[config.mk]
export PLATFORM = sky130hd
export DESIGN_NAME = gpio_bank_port
export DESIGN_NICKNAME = d
export VERILOG_FILES = /design/src/rtl/gpio_bank_port.sv
export SDC_FILE = /design/constraint.sdc
export NUM_CORES = 1
export LEC_CHECK = 0
export BUFFER_PORTS_ARGS = -buffer_cell sky130_fd_sc_hd__buf_2
export CAP_MARGIN = 0
export CORE_MARGIN = 3
export CORE_UTILIZATION = 57
export DETAILED_ROUTE_END_ITERATION = 8
export PLACE_DENSITY_LB_ADDON = 0.1
export SETUP_SLACK_MARGIN = 0.2
export SLEW_MARGIN = 40
export SYNTH_ARGS = -nofsm -noshare
export SYNTH_HDL_FRONTEND = slang
export SYNTH_SLANG_ARGS = --single-unit
export TNS_END_PERCENT = 10
[constraint.sdc]
create_clock -name clk -period 3.9 [get_ports clk]
set_input_delay 0.78 -clock clk [delete_from_list [all_inputs] [get_ports clk]]
set_output_delay 0.78 -clock clk [all_outputs]
set_load 0.1 [all_outputs]
[src/rtl/gpio_bank_port.sv]
module gpio_bank_port #(
  parameter int PIN_COUNT = 32,
  parameter int ADDR_W    = 12
) (
  input  logic                 clk,
  input  logic                 rst_n,
  input  logic [ADDR_W-1:0]    bus_addr,
  input  logic                 bus_we,
  input  logic [31:0]          bus_wdata,
  output logic [31:0]          bus_rdata,
  input  logic [PIN_COUNT-1:0] pad_in,
  output logic [PIN_COUNT-1:0] pad_out,
  output logic [PIN_COUNT-1:0] pad_oe
);

  localparam logic [32:0] TOP_BIT  = 33'd1 << PIN_COUNT;
  localparam logic [31:0] PIN_MASK = 32'(TOP_BIT - 33'd1);

  localparam logic [ADDR_W-1:0] A_LO   = ADDR_W'(12'h000);
  localparam logic [ADDR_W-1:0] A_HI   = ADDR_W'(12'h004);
  localparam logic [ADDR_W-1:0] A_DATA = ADDR_W'(12'h040);
  localparam logic [ADDR_W-1:0] A_LIVE = ADDR_W'(12'h060);
  localparam logic [ADDR_W-1:0] A_DIR  = ADDR_W'(12'h204);
  localparam logic [ADDR_W-1:0] A_OEN  = ADDR_W'(12'h208);

  logic [31:0] data_q, dir_q, oen_q, sync1_q, sync2_q;
  logic [15:0] wmask, wval;
  logic [31:0] lo_next, hi_next;

  assign wmask = bus_wdata[31:16];
  assign wval  = bus_wdata[15:0];

  assign lo_next = {data_q[31:16], (data_q[15:0] & wmask) | (wval & ~wmask)};
  assign hi_next = {(data_q[31:16] & wmask) | (wval & ~wmask), data_q[15:0]};

  always_ff @(posedge clk or negedge rst_n) begin
    if (!rst_n) begin
      data_q <= '0;
      dir_q  <= '0;
      oen_q  <= '0;
    end else if (bus_we) begin
      case (bus_addr)
        A_LO:    data_q <= lo_next & PIN_MASK;
        A_HI:    data_q <= hi_next & PIN_MASK;
        A_DATA:  data_q <= bus_wdata & PIN_MASK;
        A_DIR:   dir_q  <= bus_wdata & PIN_MASK;
        A_OEN:   oen_q  <= bus_wdata & PIN_MASK;
        default: ;
      endcase
    end
  end

  always_ff @(posedge clk or negedge rst_n) begin
    if (!rst_n) begin
      sync1_q <= '0;
      sync2_q <= '0;
    end else begin
      sync1_q <= 32'(pad_in);
      sync2_q <= sync1_q;
    end
  end

  always_comb begin
    case (bus_addr)
      A_DATA:  bus_rdata = data_q;
      A_LIVE:  bus_rdata = sync2_q;
      A_DIR:   bus_rdata = dir_q;
      A_OEN:   bus_rdata = oen_q;
      default: bus_rdata = '0;
    endcase
  end

  assign pad_out = data_q[PIN_COUNT-1:0];
  assign pad_oe  = dir_q[PIN_COUNT-1:0] & oen_q[PIN_COUNT-1:0];

endmodule

==> results of run 1 <==
layout make-up:
class | count | share of cell area
Clock buffer | 18 | 0.0492
Inverter | 32 | 0.0138
Timing Repair Buffer | 189 | 0.170
Sequential cell | 160 | 0.459
Multi-Input combinational cell | 340 | 0.270
Clock inverter | 14 | 0.0179
Tap cell | 140 | 0.0201
through the flow:
| step | instance area (um2) | hold slack [ns] | power [mW] |
|---|---|---|---|
| CTS | 8730 | 0.324 | 3.92 |
| floorplan | 6620 | 0.331 | 2.11 |
| finish | 8730 | 0.296 | 3.90 |
| global route | 8730 | 0.334 | 4.02 |
| global placement | 8140 | 0.332 | 2.27 |
| detailed placement | 8140 | 0.335 | 2.29 |
critical path: cells and delay by family:
kind	cells	cell delay, ns
AOI/OAI and AO/OA	1	0.37
buffers and inverters	3	0.61
and+or+nand+nor	3	0.75
kinds of logic after synthesis:
| group | after synthesis | synth area share |
|---|---|---|
| multiplexers | 64 | 0.103 |
| buffers and inverters | 69 | 0.0406 |
| AND/OR/NAND/NOR | 83 | 0.0744 |
| XOR/XNOR | 1 | 0.00246 |
| AO/OA/AOI/OAI | 192 | 0.175 |
| flip-flops | 160 | 0.604 |
placed cells by master (no fill, tap or decap), drive strengths merged:
master | Yosys | routed
a21oi | 16 | 16
a221oi | 16 | 16
a22oi | 32 | 32
a31oi | 16 | 16
and2 | 33 | 33
and4 | 1 | 1
buf | 8 | 189
bufinv | 0 | 2
clkbuf | 29 | 18
clkinv | 0 | 4
clkinvlp | 0 | 4
dfrtp | 160 | 160
inv | 32 | 36
mux2 | 32 | 32
mux2i | 32 | 32
nand2 | 33 | 33
nand4 | 5 | 5
nand4b | 1 | 1
nor2 | 1 | 1
nor2b | 1 | 1
nor3 | 1 | 1
nor4 | 3 | 3
nor4b | 4 | 4
o21ai | 80 | 80
o22ai | 32 | 32
xor2 | 1 | 1
per-layer routing:
layer / track usage / wire length (um) / up-vias
li1: - / - / 2410
met1: 0.392 / 7430 / 2749
met2: 0.494 / 9370 / 287
met3: 0.0780 / 1680 / 39
met4: 0.110 / 344 / 0
met5: 0 / 0 / -
how the worst min path moves through the flow:
stage                             end  slack [ns]  cells past startpoint
after global placement    sync2_q[10]        0.33                      0
after global routing      sync1_q[20]        0.33                      1
after detailed placement  sync2_q[17]        0.33                      0
after floorplan            sync2_q[0]        0.33                      0
after CTS                 sync1_q[20]        0.32                      1
final                     sync1_q[20]        0.30                      1
report_power, final:
part | leakage, nW | total [mW] | switching, mW | internal (mW)
sequential | 2.02 | 1.77 | 0.0476 | 1.73
clock | 0.274 | 1.64 | 0.686 | 0.951
combinational | 1.95 | 0.487 | 0.377 | 0.110
total | 4.24 | 3.90 | 1.11 | 2.79
flip-flops by register name, indices dropped and copies added (netlist names), named ones only:
| name | count |
|---|---|
| dir_q | 32 |
| oen_q | 32 |
| pad_out | 16 |
| sync1_q | 32 |
| sync2_q | 32 |
==> results.md, run 1 <==
- H-tree depth: 4
- Register area: between 0.004 and 0.005 mm2
- Most frequent cell after synthesis: dfrtp_1
- DRC: 0
- FFs w/ async S/R, synth: 1.00
- Startpoint types: input pin
- Overall routing resource usage: 0.302
- Final hold vios: 0
- IO Port Bufs: about 170
- Post-route ant nets: 0
- Final setup violating endpoints: 0
- IO Pins: about 180
- Slew Viols, Final: 0
- Critical Path RT: 3.12 ns
- Fmax: between 0.3 and 0.4 GHz
- Pwr per Cell Area: 446 mW/mm2
- Die Span Y: 114 um
- Largest net degree at the start of global routing: 67
- Worst setup EP type: primary output
- TritonCTS Buffers: 17
- Min cycle time layout: 3.30 ns
- RSZ-0062 raised after global routing: no
- Area of the multi-input gates: roughly 0.0024 mm2
- Row Count: 38
- Synthesis-to-finish area growth: 31.8%
- Worst-Margin Slew: 0.851 ns
- Top post-synthesis cells by count: dfrtp_1, o21ai_0, and2_1, nand2_1
- Setup crit start: bus_addr[9]
- Vias per inst: 6.14
- Final Non-Filler Cells: approximately 890
- Status: completed
- Most used DFF post-synth: dfrtp_1
- Fin util: 0.788
- EDFF count, synth: 0
- Initial DRC count: ~430
- R2R setup slack: 2.93 ns
- Chip width: 114 um
- RR Startpoint: pad_out[22]
- Clock Sinks: 160
- Sequential area share after synthesis: 0.604
- Post-synth top area share: 0.604
- Worst-skew pair later-pin latency: 0.43 ns
- DR vias: ~5500
- Number of library cell types mapped by synthesis: 31
- Crit path to: bus_rdata[22]
- Antenna violations before repair: 0
- Max VDD drop: between 400 and 500 uV
- Post-layout net count: approximately 820
- Top cells by area, synth: dfrtp_1, mux2i_1, o21ai_0
- TNS Setup: 0 ns
- Yosys warning count: 0
- Final WL: 18.8 mm
- Crit path kind: input pin to primary output
- Synth Instances: ~570
- CTS root buf: clkbuf_16
- Top cell type by total area after synthesis: dfrtp_1
- Hold Buf Count CTS: 0
- Antenna cells: 0
- Max Cap Viol: 0
- Leakage: 4.24 nW
- Drt pass-1 iters: 5
- Post-CTS Setup Bufs: 0
- Global placement routability congestion: 0.845
- Worst Path Arrival: roughly 2.5 ns
- Max stage delay cell, worst path: nor4_2
- Placeable Area: 0.0111 mm2
- Initial Util: 0.598
- Inst Count DP: around 860
- Die Area: about 0.013 mm2
- First-pass GRT wire length: just under 30 mm
- Worst hold path class: input pin to async pin
- Fillers: roughly 680
- Synthesized cell area: 0.00662 mm2
- #FFs+latches synth: 160
- Mapped Nets: 648
- Fin worst setup slack: 0.597 ns
- HPWL Detailed: around 12 mm
- Reg2Reg Depth: 2
- CP Max Fanout: 21
- Global route total overflow: 0
- Clock buffer depth: 2
- Post-CTS sizing: 0
- Setup slack at placement: 0.671 ns
- Number of global-route vias before repair: roughly 5600
- Slew headroom: 0.432
- Drt wl/cell: 21.1 um
- CP max stage delay: around 0.42 ns
- Syn avg cell area: between 10 and 15 um2
- Clock Pin Slew Worst Setup and Hold Paths: about 0.060 ns
- Worst Skew: 0.0139 ns
- CTS tree: built
- Cell Chain, Critical Path: buf_2 -> nor4_2 -> and2_1 -> nand4b_1 -> buf_4 -> o22ai_1 -> buf_12
- RR Endpoint: pad_out[22]
- Final Cycle Share: 0.847
- Layout cell share with drive strength beyond 1: 0.312
No activity file was read; power rests on OpenSTA's default activity.
==> run 2, diff against run 1 <==
--- a/config.mk
+++ b/config.mk
@@ -8,7 +8,7 @@
 export BUFFER_PORTS_ARGS = -buffer_cell sky130_fd_sc_hd__buf_2
 export CAP_MARGIN = 0
 export CORE_MARGIN = 3
-export CORE_UTILIZATION = 57
+export CORE_UTILIZATION = 53
 export DETAILED_ROUTE_END_ITERATION = 8
 export PLACE_DENSITY_LB_ADDON = 0.1
 export SETUP_SLACK_MARGIN = 0.2
==> constraint.sdc (replaced) <==
create_clock -name clk -period 3.43 [get_ports clk]
set_input_delay 0.686 -clock clk [delete_from_list [all_inputs] [get_ports clk]]
set_output_delay 0.686 -clock clk [all_outputs]
set_load 0.1 [all_outputs]
==> run 2 against run 1 <==
Total power is 22% higher. Clock skew shrank 0.011 ns. Die area rose by 7.1%. Clock power grew 32%. Sequential power increased by 14%. Clock-buffer cell count increased by 2. Critical path depth down 1. Sequential cell count unchanged. Register-to-register slack got worse by 0.47 ns. Largest power group is now the clock network.
==> results.md, run 2 (same netlist as run 1, synthesis figures left out) <==
- Status: completed
- Post-layout net count: 824 (+0.61%)
- H-tree depth: 4 (unchanged)
- Drt pass-1 iters: 5 (unchanged)
- Most common cell after layout, fill and taps aside: dfrtp_1
- CTS root buf: clkbuf_16
- DRC: 0 (unchanged)
- Final Power: 4.74 mW (+22%)
- Row Count: 40 (+5.3%)
- Clock buffer depth: 2 (unchanged)
- Fin util: 0.735 (-0.0530)
- HPWL Detailed: 12.5 mm (+1.6%)
- Max VDD drop: 458 uV (+12%)
- Number of global-route vias before repair: 5728 (+2.2%)
- Hold Buf Count CTS: 0 (unchanged)
- Global placement routability congestion: 0.863 (+2.2%)
- Max Cap Viol: 0 (unchanged)
- IO Port Bufs: 174 (unchanged)
- Fillers: 860 (+27%)
- Overall routing resource usage: 0.276 (-0.0254)
- Inst Count DP: 894 (+3.8%)
- DR vias: 5436 (-0.89%)
- DP Area: 0.00821 mm2 (+0.89%)
- Slew Viols, Final: 0 (unchanged)
- Initial DRC count: 399 (-6.3%)
- Initial Util: 0.547 (-0.0510)
- Final setup violating endpoints: 0 (unchanged)
- Layout cell share with drive strength beyond 1: 0.317 (+0.00454)
- Worst Skew: 0.00300 ns (-0.0109 ns)
- Startpoint types: input pin
- Most frequent cells in the layout: dfrtp_1, buf_2, o21ai_0
- RSZ-0062 raised after global routing: no
- Max stage delay cell, worst path: nor4b_1
- Critical Path RT: 2.74 ns (-0.38 ns)
- RR Startpoint: pad_out[22]
- CTS tree: built
- Post-CTS sizing: 0 (unchanged)
- Synthesis-to-finish area growth: 34.4%
- Antenna cells: 0 (unchanged)
- Clock Pin Slew Worst Setup and Hold Paths: 0.06 ns (about the same)
- Antenna violations before repair: 0 (unchanged)
- Largest net degree at the start of global routing: 83 (+24%)
- Clock Sinks: 160 (unchanged)
- Drt wl/cell: 20.6 um (-2.2%)
- Post-route ant nets: 0 (unchanged)
- Post-CTS Setup Bufs: 0 (unchanged)
- CP Max Fanout: 32 (+52%)
- IO Pins: 175 (unchanged)
- Cell Chain, Critical Path: buf_2 -> nor4b_1 -> nand2_1 -> buf_4 -> o22ai_1 -> buf_12
- Worst Path Arrival: 2.28 ns (-0.24 ns)
- Final Cycle Share: 0.864
- Final instance area: 0.00890 mm2 (+2.0%)
- TNS Setup: 0 ns (unchanged)
- Leakage: 4.32 nW (+1.7%)
- Final hold vios: 0 (unchanged)
- TritonCTS Buffers: 17 (unchanged)
- First-pass GRT wire length: 29.9 mm (+1.0%)
- Worst setup EP type: primary output
- Chip width: 118 um (+3.5%)
- Worst-skew pair later-pin latency: 0.42 ns (about the same)
- Vias per inst: 5.87 (-4.4%)
- Final Non-Filler Cells: 926 (+3.7%)
- Min cycle time layout: 2.96 ns
- CP max stage delay: 0.50 ns (+0.08 ns)
- Worst-Margin Slew: 0.754 ns (-0.0975 ns)
- Worst hold path class: input pin to async pin
- Setup crit start: bus_addr[8]
- Placeable Area: 0.0121 mm2 (+9.3%)
- Fmax: between 0.3 and 0.4 GHz
- Die Area: 0.0139 mm2 (+7.1%)
- Final WL: 19.1 mm (+1.4%)
- Slew headroom: 0.497 (+0.0650)
- Global route total overflow: 0 (unchanged)
- Crit path kind: input pin to primary output
- Pwr per Cell Area: 533 mW/mm2 (+19%)
- Die Span Y: 118 um (+3.5%)
-- run 2: cell count changes in the layout (fill, tap and decap cells not counted) --
cell | before | now
inv_6 | 4 | 1
bufinv_16 | 2 | 6
buf_4 | 14 | 19
clkinvlp_4 | 4 | 3
clkbuf_8 | 0 | 2
clkinv_4 | 3 | 2
clkinv_2 | 1 | 0
-- run 2: path summary, 6_finish.rpt --
kind,cells past startpoint,endpoint,slack (ns)
hold reg to reg,0,sync2_q[16],0.35
hold / removal,1,sync2_q[16],0.30
max in group asynchronous,2,sync2_q[15],2.26
setup / recovery,6,bus_rdata[0],0.47
min in group clk,0,sync2_q[16],0.35
setup reg to reg,2,pad_out[22],2.46
-- run 2: layout make-up --
class / count / area [um2] / area share
Timing Repair Buffer: 194 / 1520 / 0.171
Sequential cell: 160 / 4000 / 0.450
Multi-Input combinational cell: 340 / 2360 / 0.265
Clock inverter: 12 / 229 / 0.0257
Clock buffer: 20 / 457 / 0.0513
Tap cell: 168 / 210 / 0.0236
Inverter: 32 / 120 / 0.0135
-- run 2: metal layers --
metal | up-vias | global-route usage | part of all wire
li1 | 2430 | - | -
met1 | 2675 | 0.348 | 0.41
met2 | 285 | 0.450 | 0.49
met3 | 46 | 0.0750 | 0.072
met4 | 0 | 0.124 | 0.030
met5 | - | 0 | 0
-- run 2: critical path: cells and delay by family --
family	cells	cell delay (ns)
compound gates	1	0.36
buf+inv	3	0.61
simple gates	2	0.60
-- run 2: where the power goes --
group          switching (mW)  total (mW)  leakage, nW  internal [mW]
Combinational           0.430       0.556         1.97          0.127
Clock                   0.764        2.17        0.323           1.41
Sequential             0.0531        2.02         2.02           1.96
-- run 2: per-stage QoR --
| stage | setup slack, ns | hold slack [ns] |
|---|---|---|
| after floorplan | -0.403 | 0.331 |
| final | 0.465 | 0.301 |
| after global placement | 0.538 | 0.333 |
| after CTS | 0.474 | 0.340 |
| after detailed placement | 0.489 | 0.335 |
| after global routing | 0.352 | 0.350 |
==> run 3, diff against run 2 <==
--- a/config.mk
+++ b/config.mk
@@ -7,8 +7,10 @@
 export LEC_CHECK = 0
 export BUFFER_PORTS_ARGS = -buffer_cell sky130_fd_sc_hd__buf_2
 export CAP_MARGIN = 0
+export CELL_PAD_IN_SITES_DETAIL_PLACEMENT = 0
+export CELL_PAD_IN_SITES_GLOBAL_PLACEMENT = 1
 export CORE_MARGIN = 3
-export CORE_UTILIZATION = 53
+export CORE_UTILIZATION = 41
 export DETAILED_ROUTE_END_ITERATION = 8
 export PLACE_DENSITY_LB_ADDON = 0.1
 export SETUP_SLACK_MARGIN = 0.2
==> run 3 against run 2 <==
Register-to-register slack gained 0.05 ns. First-iteration DRC count decreased by 16%. Combinational power about the same. Sequential cell count stayed put. Non-clock buffer count fell by 1. Utilization decreased by 16 points. Clock-buffer cell count grew 2. Cell count grew 4.5%. Total power is 6.2% lower. Largest power group is now sequential cells.
==> results.md, run 3 (same netlist as run 1, synthesis figures left out) <==
- Worst setup EP type: primary output
- Post-route ant nets: 0 (unchanged)
- H-tree depth: 4 (unchanged)
- Die Area: 0.0177 mm2 (+28%)
- Most common cell after layout, fill and taps aside: dfrtp_1
- IO Port Bufs: 174 (unchanged)
- Slew Viols, Final: 0 (unchanged)
- Vias per inst: 5.48 (-6.6%)
- Slew headroom: 0.514 (+0.0167)
- Fmax: 0.325 GHz (-3.7%)
- Max VDD drop: 442 uV (-3.5%)
- Critical Path RT: 2.74 ns (about the same)
- Worst-Margin Slew: 0.729 ns (-0.0251 ns)
- CTS root buf: clkbuf_16
- Leakage: 4.27 nW (-1.1%)
- HPWL Detailed: 13.0 mm (+4.2%)
- TritonCTS Buffers: 17 (unchanged)
- Final setup violating endpoints: 0 (unchanged)
- Post-CTS sizing: 0 (unchanged)
- Final instance area: 0.00887 mm2 (-0.31%)
- RSZ-0062 raised after global routing: no
- Global placement routability congestion: 0.784 (-9.2%)
- TNS Setup: 0 ns (unchanged)
- Worst Path Arrival: 2.39 ns (+0.11 ns)
- Clock buffer depth: 2 (unchanged)
- Placeable Area: 0.0155 mm2 (+28%)
- Max Cap Viol: 0 (unchanged)
- Largest net degree at the start of global routing: 79 (-4.8%)
- Row Count: 45 (+13%)
- Die Span Y: 133 um (+13%)
- Hold Buf Count CTS: 0 (unchanged)
- CTS tree: built
- Final WL: 19.5 mm (+2.1%)
- DP Area: 0.00829 mm2 (+0.94%)
- Final Cycle Share: 0.897 (+0.0330)
- Setup slack at placement: 0.367 ns (-0.122 ns)
- Overall routing resource usage: 0.227 (-0.0491)
- Min cycle time layout: 3.08 ns (+0.113 ns)
- CP Max Fanout: 19 (-41%)
- Clock Sinks: 160 (unchanged)
- Worst-skew pair later-pin latency: 0.41 ns (about the same)
- Antenna violations before repair: 2 (+2)
- Post-CTS Setup Bufs: 0 (unchanged)
- Chip width: 133 um (+13%)
- Most frequent cells in the layout: dfrtp_1, buf_2, o21ai_0, buf_12
- Worst hold path class: input pin to async pin
- Crit path kind: input pin to primary output
- Synthesis-to-finish area growth: 33.9%
- Global route total overflow: 0 (unchanged)
- Fillers: 1321 (+54%)
- Fin worst setup slack: 0.352 ns (-0.113 ns)
- Final hold vios: 0 (unchanged)
- DR vias: 5307 (-2.4%)
- Pwr per Cell Area: 501 mW/mm2 (-5.9%)
- Worst Skew: 0.00284 ns (-0.000159 ns)
- Status: completed
- Initial DRC count: 337 (-16%)
- Layout cell share with drive strength beyond 1: 0.310 (-0.00619)
- Final Power: 4.45 mW (-6.2%)
- DRC: 0 (unchanged)
- Antenna cells: 0 (unchanged)
- First-pass GRT wire length: 31.3 mm (+4.4%)
- Initial Util: 0.428 (-0.119)
- Post-layout net count: 823 (-0.12%)
- IO Pins: 175 (unchanged)
- Drt wl/cell: 20.1 um (-2.3%)
- Startpoint types: input pin
- Clock Pin Slew Worst Setup and Hold Paths: 0.06 ns (about the same)
- Hold slack final: 0.289 ns (-0.0119 ns)
- Number of global-route vias before repair: 5531 (-3.4%)
- Drt pass-1 iters: 4 (-1)
==> run 3: cell count changes in the layout (fill, tap and decap cells not counted) <==
cell / change
buf_12: +2
buf_4: -3
bufinv_16: -3
clkbuf_1: +4
clkbuf_8: -2
clkinv_2: +3
clkinv_4: -2
nor3_2: -1
nor3_4: +1
==> run 3: layer usage <==
| metal | share of wire | global-route usage | routed length (um) |
|---|---|---|---|
| met5 | 0.0014 | 0 | 27 |
| met4 | 0.020 | 0.0686 | 398 |
| met3 | 0.070 | 0.0623 | 1370 |
| met2 | 0.48 | 0.362 | 9270 |
| met1 | 0.43 | 0.306 | 8420 |
==> run 3: path summary, 6_finish.rpt <==
kind	startpoint	slack, ns	cells after the start	to
min in group clk	sync1_q[12]	0.35	0	sync2_q[12]
max reg2reg	pad_out[23]	2.51	2	pad_out[23]
max	bus_addr[8]	0.35	6	bus_rdata[22]
min reg2reg	sync1_q[12]	0.35	0	sync2_q[12]
min	rst_n	0.29	1	sync2_q[20]
max in group asynchronous	rst_n	2.30	2	sync2_q[24]
==> run 3: power by group <==
part	total (mW)	internal, mW	leakage, nW	switching [mW]
Combinational	0.554	0.128	1.98	0.427
Clock	1.88	1.14	0.275	0.735
Sequential	2.02	1.96	2.02	0.0538
Total	4.45	3.23	4.27	1.22
==> run 3: worst max-delay path, cell delays in order <==
cell and delay [ns]:
buf_2 0.11, nor4b_1 0.55, nand2_1 0.15, buf_4 0.25, o22ai_1 0.40, buf_12 0.23
==> run 3: area by class of cell <==
type / instances / area [um2] / share of cell area
Timing Repair Buffer: 193 / 1540 / 0.173
Clock inverter: 10 / 136 / 0.0154
Clock buffer: 22 / 444 / 0.0501
Multi-Input combinational cell: 340 / 2370 / 0.267
Tap cell: 211 / 264 / 0.0298
Inverter: 32 / 120 / 0.0135
Sequential cell: 160 / 4000 / 0.451
==> run 3: metrics by stage <==
| step | util | instances |
|---|---|---|
| finish | 0.573 | 968 |
| global route | 0.573 | 968 |
| CTS | 0.573 | 968 |
| detailed placement | 0.536 | 936 |
| global placement | 0.536 | 936 |
| floorplan | - | 569 |
